$ cat src/rtl/clkbyp_pkg.sv
package clkbyp_pkg;

  typedef logic [3:0] mubi4_t;

  localparam mubi4_t MUBI4_ON  = 4'b0110;
  localparam mubi4_t MUBI4_OFF = 4'b1001;

  typedef enum logic [1:0] {
    ST_INT    = 2'd0,
    ST_TO_EXT = 2'd1,
    ST_EXT    = 2'd2,
    ST_TO_INT = 2'd3
  } byp_state_e;

  function automatic logic mubi4_is_on(mubi4_t v);
    return v == MUBI4_ON;
  endfunction

  function automatic logic mubi4_is_legal(mubi4_t v);
    return (v == MUBI4_ON) || (v == MUBI4_OFF);
  endfunction

  function automatic mubi4_t mubi4_from_bool(logic b);
    return b ? MUBI4_ON : MUBI4_OFF;
  endfunction

endpackage

$ cat src/rtl/clkbyp_sync.sv
module clkbyp_sync #(
  parameter int WIDTH = 4,
  parameter int STAGES = 2,
  parameter logic [WIDTH-1:0] RST_VAL = '0
) (
  input  logic             clk_i,
  input  logic             rst_i,
  input  logic [WIDTH-1:0] d_i,
  output logic [WIDTH-1:0] q_o
);

  logic [WIDTH-1:0] stage_q [STAGES];

  for (genvar g = 0; g < STAGES; g++) begin : g_stage
    if (g == 0) begin : g_first
      always_ff @(posedge clk_i) begin
        if (rst_i) stage_q[g] <= RST_VAL;
        else       stage_q[g] <= d_i;
      end
    end else begin : g_next
      always_ff @(posedge clk_i) begin
        if (rst_i) stage_q[g] <= RST_VAL;
        else       stage_q[g] <= stage_q[g-1];
      end
    end
  end

  assign q_o = stage_q[STAGES-1];

endmodule

$ cat src/rtl/clkbyp_seq.sv
module clkbyp_seq
  import clkbyp_pkg::*;
#(
  parameter int SETTLE = 8,
  parameter int CNT_W = $clog2(SETTLE + 1)
) (
  input  logic             clk_i,
  input  logic             rst_i,
  input  logic             req_on_i,
  output logic             sel_o,
  output logic [CNT_W-1:0] cnt_o,
  output mubi4_t           ack_o,
  output logic             ext_next_o
);

  localparam logic [CNT_W-1:0] CNT_LOAD = CNT_W'(SETTLE);
  localparam logic [CNT_W-1:0] CNT_ONE  = CNT_W'(1);

  byp_state_e       state_q, state_d;
  logic [CNT_W-1:0] cnt_q, cnt_d;
  logic             sel_q, sel_d;
  mubi4_t           ack_q, ack_d;

  always_comb begin
    state_d = state_q;
    cnt_d   = cnt_q;
    sel_d   = sel_q;
    ack_d   = ack_q;
    unique case (state_q)
      ST_INT: begin
        if (req_on_i) begin
          state_d = ST_TO_EXT;
          sel_d   = 1'b1;
          cnt_d   = CNT_LOAD;
        end
      end
      ST_TO_EXT: begin
        if (!req_on_i) begin
          state_d = ST_TO_INT;
          sel_d   = 1'b0;
          cnt_d   = CNT_LOAD;
        end else if (cnt_q == CNT_ONE) begin
          state_d = ST_EXT;
          cnt_d   = '0;
          ack_d   = MUBI4_ON;
        end else begin
          cnt_d = cnt_q - CNT_ONE;
        end
      end
      ST_EXT: begin
        if (!req_on_i) begin
          state_d = ST_TO_INT;
          sel_d   = 1'b0;
          cnt_d   = CNT_LOAD;
        end
      end
      ST_TO_INT: begin
        if (req_on_i) begin
          state_d = ST_TO_EXT;
          sel_d   = 1'b1;
          cnt_d   = CNT_LOAD;
          ack_d   = MUBI4_OFF;
        end else if (cnt_q == CNT_ONE) begin
          state_d = ST_INT;
          cnt_d   = '0;
          ack_d   = MUBI4_OFF;
        end else begin
          cnt_d = cnt_q - CNT_ONE;
        end
      end
      default: begin
        state_d = ST_INT;
        sel_d   = 1'b0;
        cnt_d   = '0;
        ack_d   = MUBI4_OFF;
      end
    endcase
  end

  always_ff @(posedge clk_i) begin
    if (rst_i) begin
      state_q <= ST_INT;
      cnt_q   <= '0;
      sel_q   <= 1'b0;
      ack_q   <= MUBI4_OFF;
    end else begin
      state_q <= state_d;
      cnt_q   <= cnt_d;
      sel_q   <= sel_d;
      ack_q   <= ack_d;
    end
  end

  assign sel_o      = sel_q;
  assign cnt_o      = cnt_q;
  assign ack_o      = ack_q;
  assign ext_next_o = (state_d == ST_EXT);

endmodule

$ cat src/rtl/clkbyp_freq.sv
module clkbyp_freq
  import clkbyp_pkg::*;
(
  input  logic   clk_i,
  input  logic   rst_i,
  input  logic   ext_next_i,
  input  mubi4_t ext_96m_i,
  output mubi4_t io_48m_o
);

  mubi4_t io_48m_q;

  always_ff @(posedge clk_i) begin
    if (rst_i) io_48m_q <= MUBI4_OFF;
    else       io_48m_q <= mubi4_from_bool(ext_next_i && !mubi4_is_on(ext_96m_i));
  end

  assign io_48m_o = io_48m_q;

endmodule

$ cat src/rtl/clkbyp_handshake.sv
module clkbyp_handshake
  import clkbyp_pkg::*;
#(
  parameter int SETTLE = 8,
  parameter int SYNC_STAGES = 2,
  parameter int CNT_W = $clog2(SETTLE + 1)
) (
  input  logic             clk_i,
  input  logic             rst_i,
  input  logic [3:0]       byp_req_i,
  input  logic [3:0]       ext_96m_i,
  output logic             clk_sel_ext_o,
  output logic [CNT_W-1:0] settle_cnt_o,
  output logic [3:0]       byp_ack_o,
  output logic [3:0]       io_48m_o,
  output logic             req_err_o
);

  mubi4_t req_sync, ext_sync;
  logic   ext_next;
  logic   err_q;

  clkbyp_sync #(
    .WIDTH(4), .STAGES(SYNC_STAGES), .RST_VAL(MUBI4_OFF)
  ) u_req_sync (
    .clk_i(clk_i), .rst_i(rst_i), .d_i(byp_req_i), .q_o(req_sync)
  );

  clkbyp_sync #(
    .WIDTH(4), .STAGES(SYNC_STAGES), .RST_VAL(MUBI4_OFF)
  ) u_ext_sync (
    .clk_i(clk_i), .rst_i(rst_i), .d_i(ext_96m_i), .q_o(ext_sync)
  );

  clkbyp_seq #(
    .SETTLE(SETTLE), .CNT_W(CNT_W)
  ) u_seq (
    .clk_i(clk_i), .rst_i(rst_i),
    .req_on_i(mubi4_is_on(req_sync)),
    .sel_o(clk_sel_ext_o), .cnt_o(settle_cnt_o),
    .ack_o(byp_ack_o), .ext_next_o(ext_next)
  );

  clkbyp_freq u_freq (
    .clk_i(clk_i), .rst_i(rst_i),
    .ext_next_i(ext_next), .ext_96m_i(ext_sync),
    .io_48m_o(io_48m_o)
  );

  always_ff @(posedge clk_i) begin
    if (rst_i) err_q <= 1'b0;
    else       err_q <= !mubi4_is_legal(req_sync);
  end

  assign req_err_o = err_q;

endmodule

$ cat config.mk
export PLATFORM = sky130hd
export DESIGN_NAME = clkbyp_handshake
export DESIGN_NICKNAME = d
export VERILOG_FILES = /design/src/rtl/clkbyp_pkg.sv /design/src/rtl/clkbyp_sync.sv /design/src/rtl/clkbyp_seq.sv /design/src/rtl/clkbyp_freq.sv /design/src/rtl/clkbyp_handshake.sv
export SDC_FILE = /design/constraint.sdc
export NUM_CORES = 1
export LEC_CHECK = 0
export BUFFER_PORTS_ARGS = -buffer_cell sky130_fd_sc_hd__buf_4
export CAP_MARGIN = 20
export CORE_UTILIZATION = 51
export CTS_CLUSTER_SIZE = 20
export DETAILED_ROUTE_END_ITERATION = 10
export PLACE_DENSITY = 0.79
export SLEW_MARGIN = 20
export SYNTH_ARGS = -nofsm -noshare
export SYNTH_HDL_FRONTEND = slang
export SYNTH_SLANG_ARGS = --single-unit
$ cat constraint.sdc
create_clock -name clk_i -period 3.7 [get_ports clk_i]
set_clock_uncertainty 0.2 [all_clocks]
set_input_delay 0.555 -clock clk_i [delete_from_list [all_inputs] [get_ports clk_i]]
set_output_delay 0.555 -clock clk_i [all_outputs]
set_load 0.1 [all_outputs]
* Word-level counts from Yosys, hierarchy flattened
Memory sizes are Yosys's and may differ from the RTL's.
Cells that the tools add are included.
** Word-level totals
- Register bits :: 16
- Bits in writable memories :: 16
- Input bits :: 10
- Output and inout bits :: 14
- Word-level logic and storage cells :: 68
- Memories kept :: 2
** Memory list
- u_ext_sync.stage_q :: words 2, width 4, read ports 2, clocked after Yosys merged registers in 0, wr ports 2, line clkbyp_sync.sv:12 : logic [WIDTH-1:0] stage_q [STAGES];
- u_req_sync.stage_q :: words 2, width 4, read ports 2, clocked after Yosys merged registers in 0, wr ports 2, line clkbyp_sync.sv:12
** Cells by class
- Add/sub/neg operators :: 1
- Equality and inequality tests :: 15
- Multiplexer cells :: 29
- Bitwise gates (word level) :: 4
- Reduce and logical (&&, ||, !) cells :: 11
** Operators with widths (count)
- $mux W4 :: 14
- $pmux W4 S4 :: 1
- $mux W2 :: 6
- $eq A4 B3 Y1 const B :: 2
- $ne A2 B1 Y1 const B :: 4
- $pmux W2 S4 :: 1
- $pmux W4 S2 :: 1
- $eq A2 B2 Y1 const B :: 3
- $mux W1 :: 5
- $eq A4 B1 Y1 const B :: 1
- $eq A4 B4 Y1 const B :: 1
- $ne A2 B2 Y1 const B :: 2
- $or A1 B1 Y1 :: 4
- $reduce_and A2 Y1 :: 2
- $reduce_and A4 Y1 :: 1
- $reduce_or A2 Y1 :: 2
- $sub A4 B1 Y4 const B :: 1
- $ne A3 B1 Y1 const B :: 1
- $eq A2 B1 Y1 const B :: 1
- $logic_not A1 Y1 :: 2
- $logic_not A2 Y1 :: 1
- $pmux W1 S2 :: 1
- $reduce_bool A2 Y1 :: 1
- $logic_and A1 B1 Y1 :: 1
- $logic_or A1 B1 Y1 :: 1

* Depth between registers and ports, before layout
- Depth after elaboration :: 7
- Gate-level depth with buffers :: 6
- Gate-level depth less buffers :: 6

* Modules after synthesis
A second synthesis with hierarchy kept.
** Unflattened totals
- Cells, all modules :: 124
- Area total of the unflattened synthesis :: 1204.9 um^2
** Modules (own cells, without submodules)
- clkbyp_seq :: instances 1, cells an instance 81, area each 643.1 um^2
- clkbyp_sync :: instances 2, cells an instance 16, area each 210.2 um^2
- clkbyp_freq :: instances 1, cells an instance 7, area each 82.6 um^2
- clkbyp_handshake :: instances 1, cells an instance 4, area each 58.8 um^2

* Least setup slack after synthesis
OpenSTA, ideal clock, no wires.
- Kind :: register -> register
- Start point :: reg u_seq.cnt_q[1], in the netlist u_seq.cnt_o[1]
- End point :: reg u_freq.io_48m_q[2], in the netlist u_freq.io_48m_o[2]
- Library setup time :: 0.117 ns
- Arrival time :: 2.306 ns
- Required time :: 3.383 ns
- Slack :: 1.077 ns
- Cell stages (with the launch flop) :: 6
- Path buffers :: 0
- Cell sequence :: dfxtp_1 > inv_1 > ha_1 > nor3b_1 > or4_1 > and4b_1
** On the way
- Cells in the longest elaborated chain, start to end :: 7
** RTL lines
- start, declared :: line clkbyp_seq.sv:20 : logic [CNT_W-1:0] cnt_q, cnt_d;
- start signal, assigned :: line clkbyp_seq.sv:88 : cnt_q <= cnt_d;
- $eq A4 B1 Y1 (*) :: line clkbyp_seq.sv:42, clkbyp_seq.sv:63
- $mux W2 (on tied branches) :: line clkbyp_seq.sv:63, clkbyp_seq.sv:42
- $mux W2 (on tied branches) :: line clkbyp_seq.sv:58, clkbyp_seq.sv:38
- $pmux W2 S4 (*) :: line clkbyp_seq.sv:29 : unique case (state_q)
- $eq A2 B2 Y1 (*) :: line clkbyp_seq.sv:97 : assign ext_next_o = (state_d == ST_EXT);
- $logic_and A1 B1 Y1 (*) :: line clkbyp_freq.sv:15 : else io_48m_q <= mubi4_from_bool(ext_next_i && !mubi4_is_on(ext_96m_i));
- $mux W4 (*) :: line clkbyp_pkg.sv:24 : return b ? MUBI4_ON : MUBI4_OFF;
- end signal, assigned :: line clkbyp_freq.sv:15
- end, declared :: line clkbyp_freq.sv:11 : mubi4_t io_48m_q;
Every way passes the cells marked *; elsewhere a longest branch is shown, timed or not.
A chain may end at the register's enable or synchronous reset.

* Worst setup path in the final report
- Start point :: reg u_seq.state_q[0]
- End point :: reg u_freq.io_48m_q[0], in the netlist u_freq.io_48m_o[0]
** On the way
- Cells in the longest elaborated chain, start to end :: 6
** RTL lines
- start, declared :: line clkbyp_seq.sv:19 : byp_state_e state_q, state_d;
- start signal, assigned :: line clkbyp_seq.sv:87 : state_q <= state_d;
- $mux W2 (on tied branches) :: line clkbyp_seq.sv:63, clkbyp_seq.sv:42
- $mux W2 (on tied branches) :: line clkbyp_seq.sv:58, clkbyp_seq.sv:38
- $pmux W2 S4 (*) :: line clkbyp_seq.sv:29
- $eq A2 B2 Y1 (*) :: line clkbyp_seq.sv:97
- $logic_and A1 B1 Y1 (*) :: line clkbyp_freq.sv:15
- $mux W4 (*) :: line clkbyp_pkg.sv:24
Marks and branches as above.

==> impl_results.md <==
* DRT iter0 DRCs at 9
* Total grt overflow at 0
* Relative slew slack at 55.5%
* CP startpoint kind: flip-flop
* Mux share of post-synthesis cell area at 3.46%
* Simple-gate share of the synthesized area at 26.7%
* FF/Latch Area at 561 µm²
* Compound-gate portion of the synthesized area at 9.43%
* Hold Path Stages at 2
* Synth cell count leaders: 28 x dfxtp_1, 8 x nor2b_1, 8 x or2_2
* Clock sink count at 28
* Core area at 2210 µm²
* Antenna Nets Post-Route at 0
* Hold Path Class: input pin to flip-flop
* First-pass DRT Iterations at 3
* First-pass GRT wire length at 3150 µm
* Row count at 17
* Vias in the first global route at 777
* FF+latch count, synth at 28
* Maximum vdd drop at 0.224 mV
* Port buffer count at 23
* Routed WL at 1910 µm
* Mean Syn Cell Area at 10.2 µm²
* Seq/Total Area, Yosys at 47.0%
* RD Place Congestion at 0.853
* Setup TNS at 0 ns
* Worst-Skew Late Latency at 0.32 ns
* Critical path class: flip-flop to flip-flop
* Final setup viols at 0
* CTS Buf Count at 3
* Setup Buffers After CTS at 0
* Largest net degree at the start of global routing at 28
* Critical path origin: u_seq.state_q[0]
* Warnings, synthesis at 0
* Synth Net Count at 134
* WP data arrival at 2.10 ns
* Antenna violations before repair at 0
* Distinct cells, synth at 37
* XOR/XNOR Fraction of Synth Area at 0%
* Top-area cell type share of the netlist area at 47.0%
* Worst r2r src: u_seq.state_q[0]
* Cell count after synthesis at 117
* Top Ports at 24
* R2R Path End: u_freq.io_48m_o[0]
* Layout area overhead at 15.1%
* Share of cells above drive strength 1 at 30.4%
* Syn Std Cell Area at 1190 µm²
* Hold_buf cts at 0
* NumNets Final at 154
* Fin crit period at 2.11 ns
* Most common cell in the netlist: dfxtp_1
* Die footprint at 2540 µm²
* R2R setup slack at 1.59 ns
* Via count at 856
* Avg WL per Cell at 11.7 µm
* Max_cap viols at 0
* PD cells at 333 nW/µm²
* Status: complete, no violations
* Achievable frequency at 0.475 GHz
* Top cells by area, synth: dfxtp_1 47%, ha_1 7.3%, nor2b_1 4.2%, or2_2 4.2%, buf_4 3.1%
* Adder-cell share of the synthesized area at 7.34%
* DP Wirelength at 1420 µm
* Largest family of logic cells by synthesized area: simple AND/OR/NAND/NOR gates
* Crit path capture type: flip-flop
* Hold slack at 0.207 ns
* Die W at 50.4 µm
* Max Slew Vio Count at 0
* Fillers at 202
* Crit-path max FO at 5
* Root buffer cell: clkbuf_4
* Vias per cell at 5.25
* Initial Util at 54.0%
* FFs w/ async S/R, synth at 0%
* Area leader, netlist: dfxtp_1
* CTS H-tree depth at 1
* Die Height at 50.4 µm
* Final Hold Fails at 0
* DRC viols at 0
* R2R depth at 6
* Slew @ Worst Pin at 0.667 ns
* Most common flop cell mapped by yosys: dfxtp_1
* Critical Path RT at 3.69 ns
* Lkg Pwr at 0.571 nW
* Final Cycle Share at 56.9%
* Unrepaired setup endpoints after global routing: false
* Inserted Diodes at 0
* GRT Util Overall at 16.6%
* Clock transition at path regs at 0.13 ns
* Clock buffer depth at 2
* Post-synth EDFFs at 0
* Footprint of the multi-input gates at 561 µm²
* Crit path capture: u_freq.io_48m_o[0]
* Cells resized by post-CTS repair at 0
* TritonCTS clock tree: yes
[how the worst min path moves through the flow]
stage | startpoint | end | slack, ns
3_3_place_gp | u_ext_sync.stage_q[0][3] | u_ext_sync.stage_q[1][3] | 0.19
2_1_floorplan | u_ext_sync.stage_q[0][0] | u_ext_sync.stage_q[1][0] | 0.19
6_report | ext_96m_i[0] | u_ext_sync.stage_q[0][0] | 0.21
5_1_grt | ext_96m_i[3] | u_ext_sync.stage_q[0][3] | 0.18
4_1_cts | ext_96m_i[3] | u_ext_sync.stage_q[0][3] | 0.19
3_5_place_dp | u_ext_sync.stage_q[0][3] | u_ext_sync.stage_q[1][3] | 0.20
[cell type report]
| class | count | share of cell area, % |
|---|---|---|
| Clock buffer | 3 | 1.64 |
| Inverter | 6 | 1.64 |
| Tap cell | 28 | 2.55 |
| Multi-Input combinational cell | 75 | 40.8 |
| Sequential cell | 28 | 40.8 |
| Timing Repair Buffer | 23 | 12.6 |
[critical path: stages, from the launching register on]
cell       delay, ns
dfxtp_1         0.44
inv_1           0.11
ha_1            0.26
or4b_4          0.50
a2bb2oi_1       0.17
o22ai_1         0.12
nand4b_1        0.18
[cell families after synthesis]
| group | count (synthesis) |
|---|---|
| flops | 28 |
| compound gates | 17 |
| simple gates | 47 |
| buf+inv | 14 |
| mux | 4 |
| fa+ha+maj | 7 |
[registers in the layout, indices dropped and copies added (netlist names)]
register and count:
req_err_o 1, u_ext_sync.stage_q 8, u_freq.io_48m_o 2, u_req_sync.stage_q 8, u_seq.ack_o 2, u_seq.cnt_o 4
u_seq.sel_o 1, u_seq.state_q 2
[placed cells by master, fill, tap and decap left out, drive strengths merged, types with 2 or more instances in the layout]
cell,n
ha,7
mux2i,3
nand2,4
o21ai,4
or2,8
nor3,4
buf,23
and2,2
nor2,4
clkbuf,3
a21oi,4
inv,6
nand4bb,2
nor3b,5
o22ai,2
nor2b,8
dfxtp,28
[layer usage]
layer | track usage (%) | part of all wire [%] | up-vias
met2 | 28.7 | 48 | 20
met4 | 9.72 | 1.9 | 0
li1 | - | - | 440
met5 | 0 | 0 | -
met3 | 3.64 | 3.2 | 6
met1 | 18.5 | 47 | 390
[where the power goes]
part           internal (W)   total, W  switching (W)  leakage, nW
Clock             0.0000381   0.000118      0.0000802       0.0138
Combinational     0.0000134  0.0000269      0.0000135        0.327
Sequential         0.000310   0.000313     0.00000240        0.230
[through the flow]
stage | utilization [%] | setup slack [ns] | instances | power, W | cell area, µm²
global placement | 61.1 | 1.71 | 160 | 0.000346 | 1350
floorplan | - | 1.08 | 117 | 0.000337 | 1190
global route | 62.1 | 1.45 | 163 | 0.000477 | 1370
CTS | 62.1 | 1.61 | 163 | 0.000464 | 1370
detailed placement | 61.1 | 1.64 | 160 | 0.000347 | 1350
finish | 62.1 | 1.59 | 163 | 0.000458 | 1370
(Power assumes the default switching activity.)
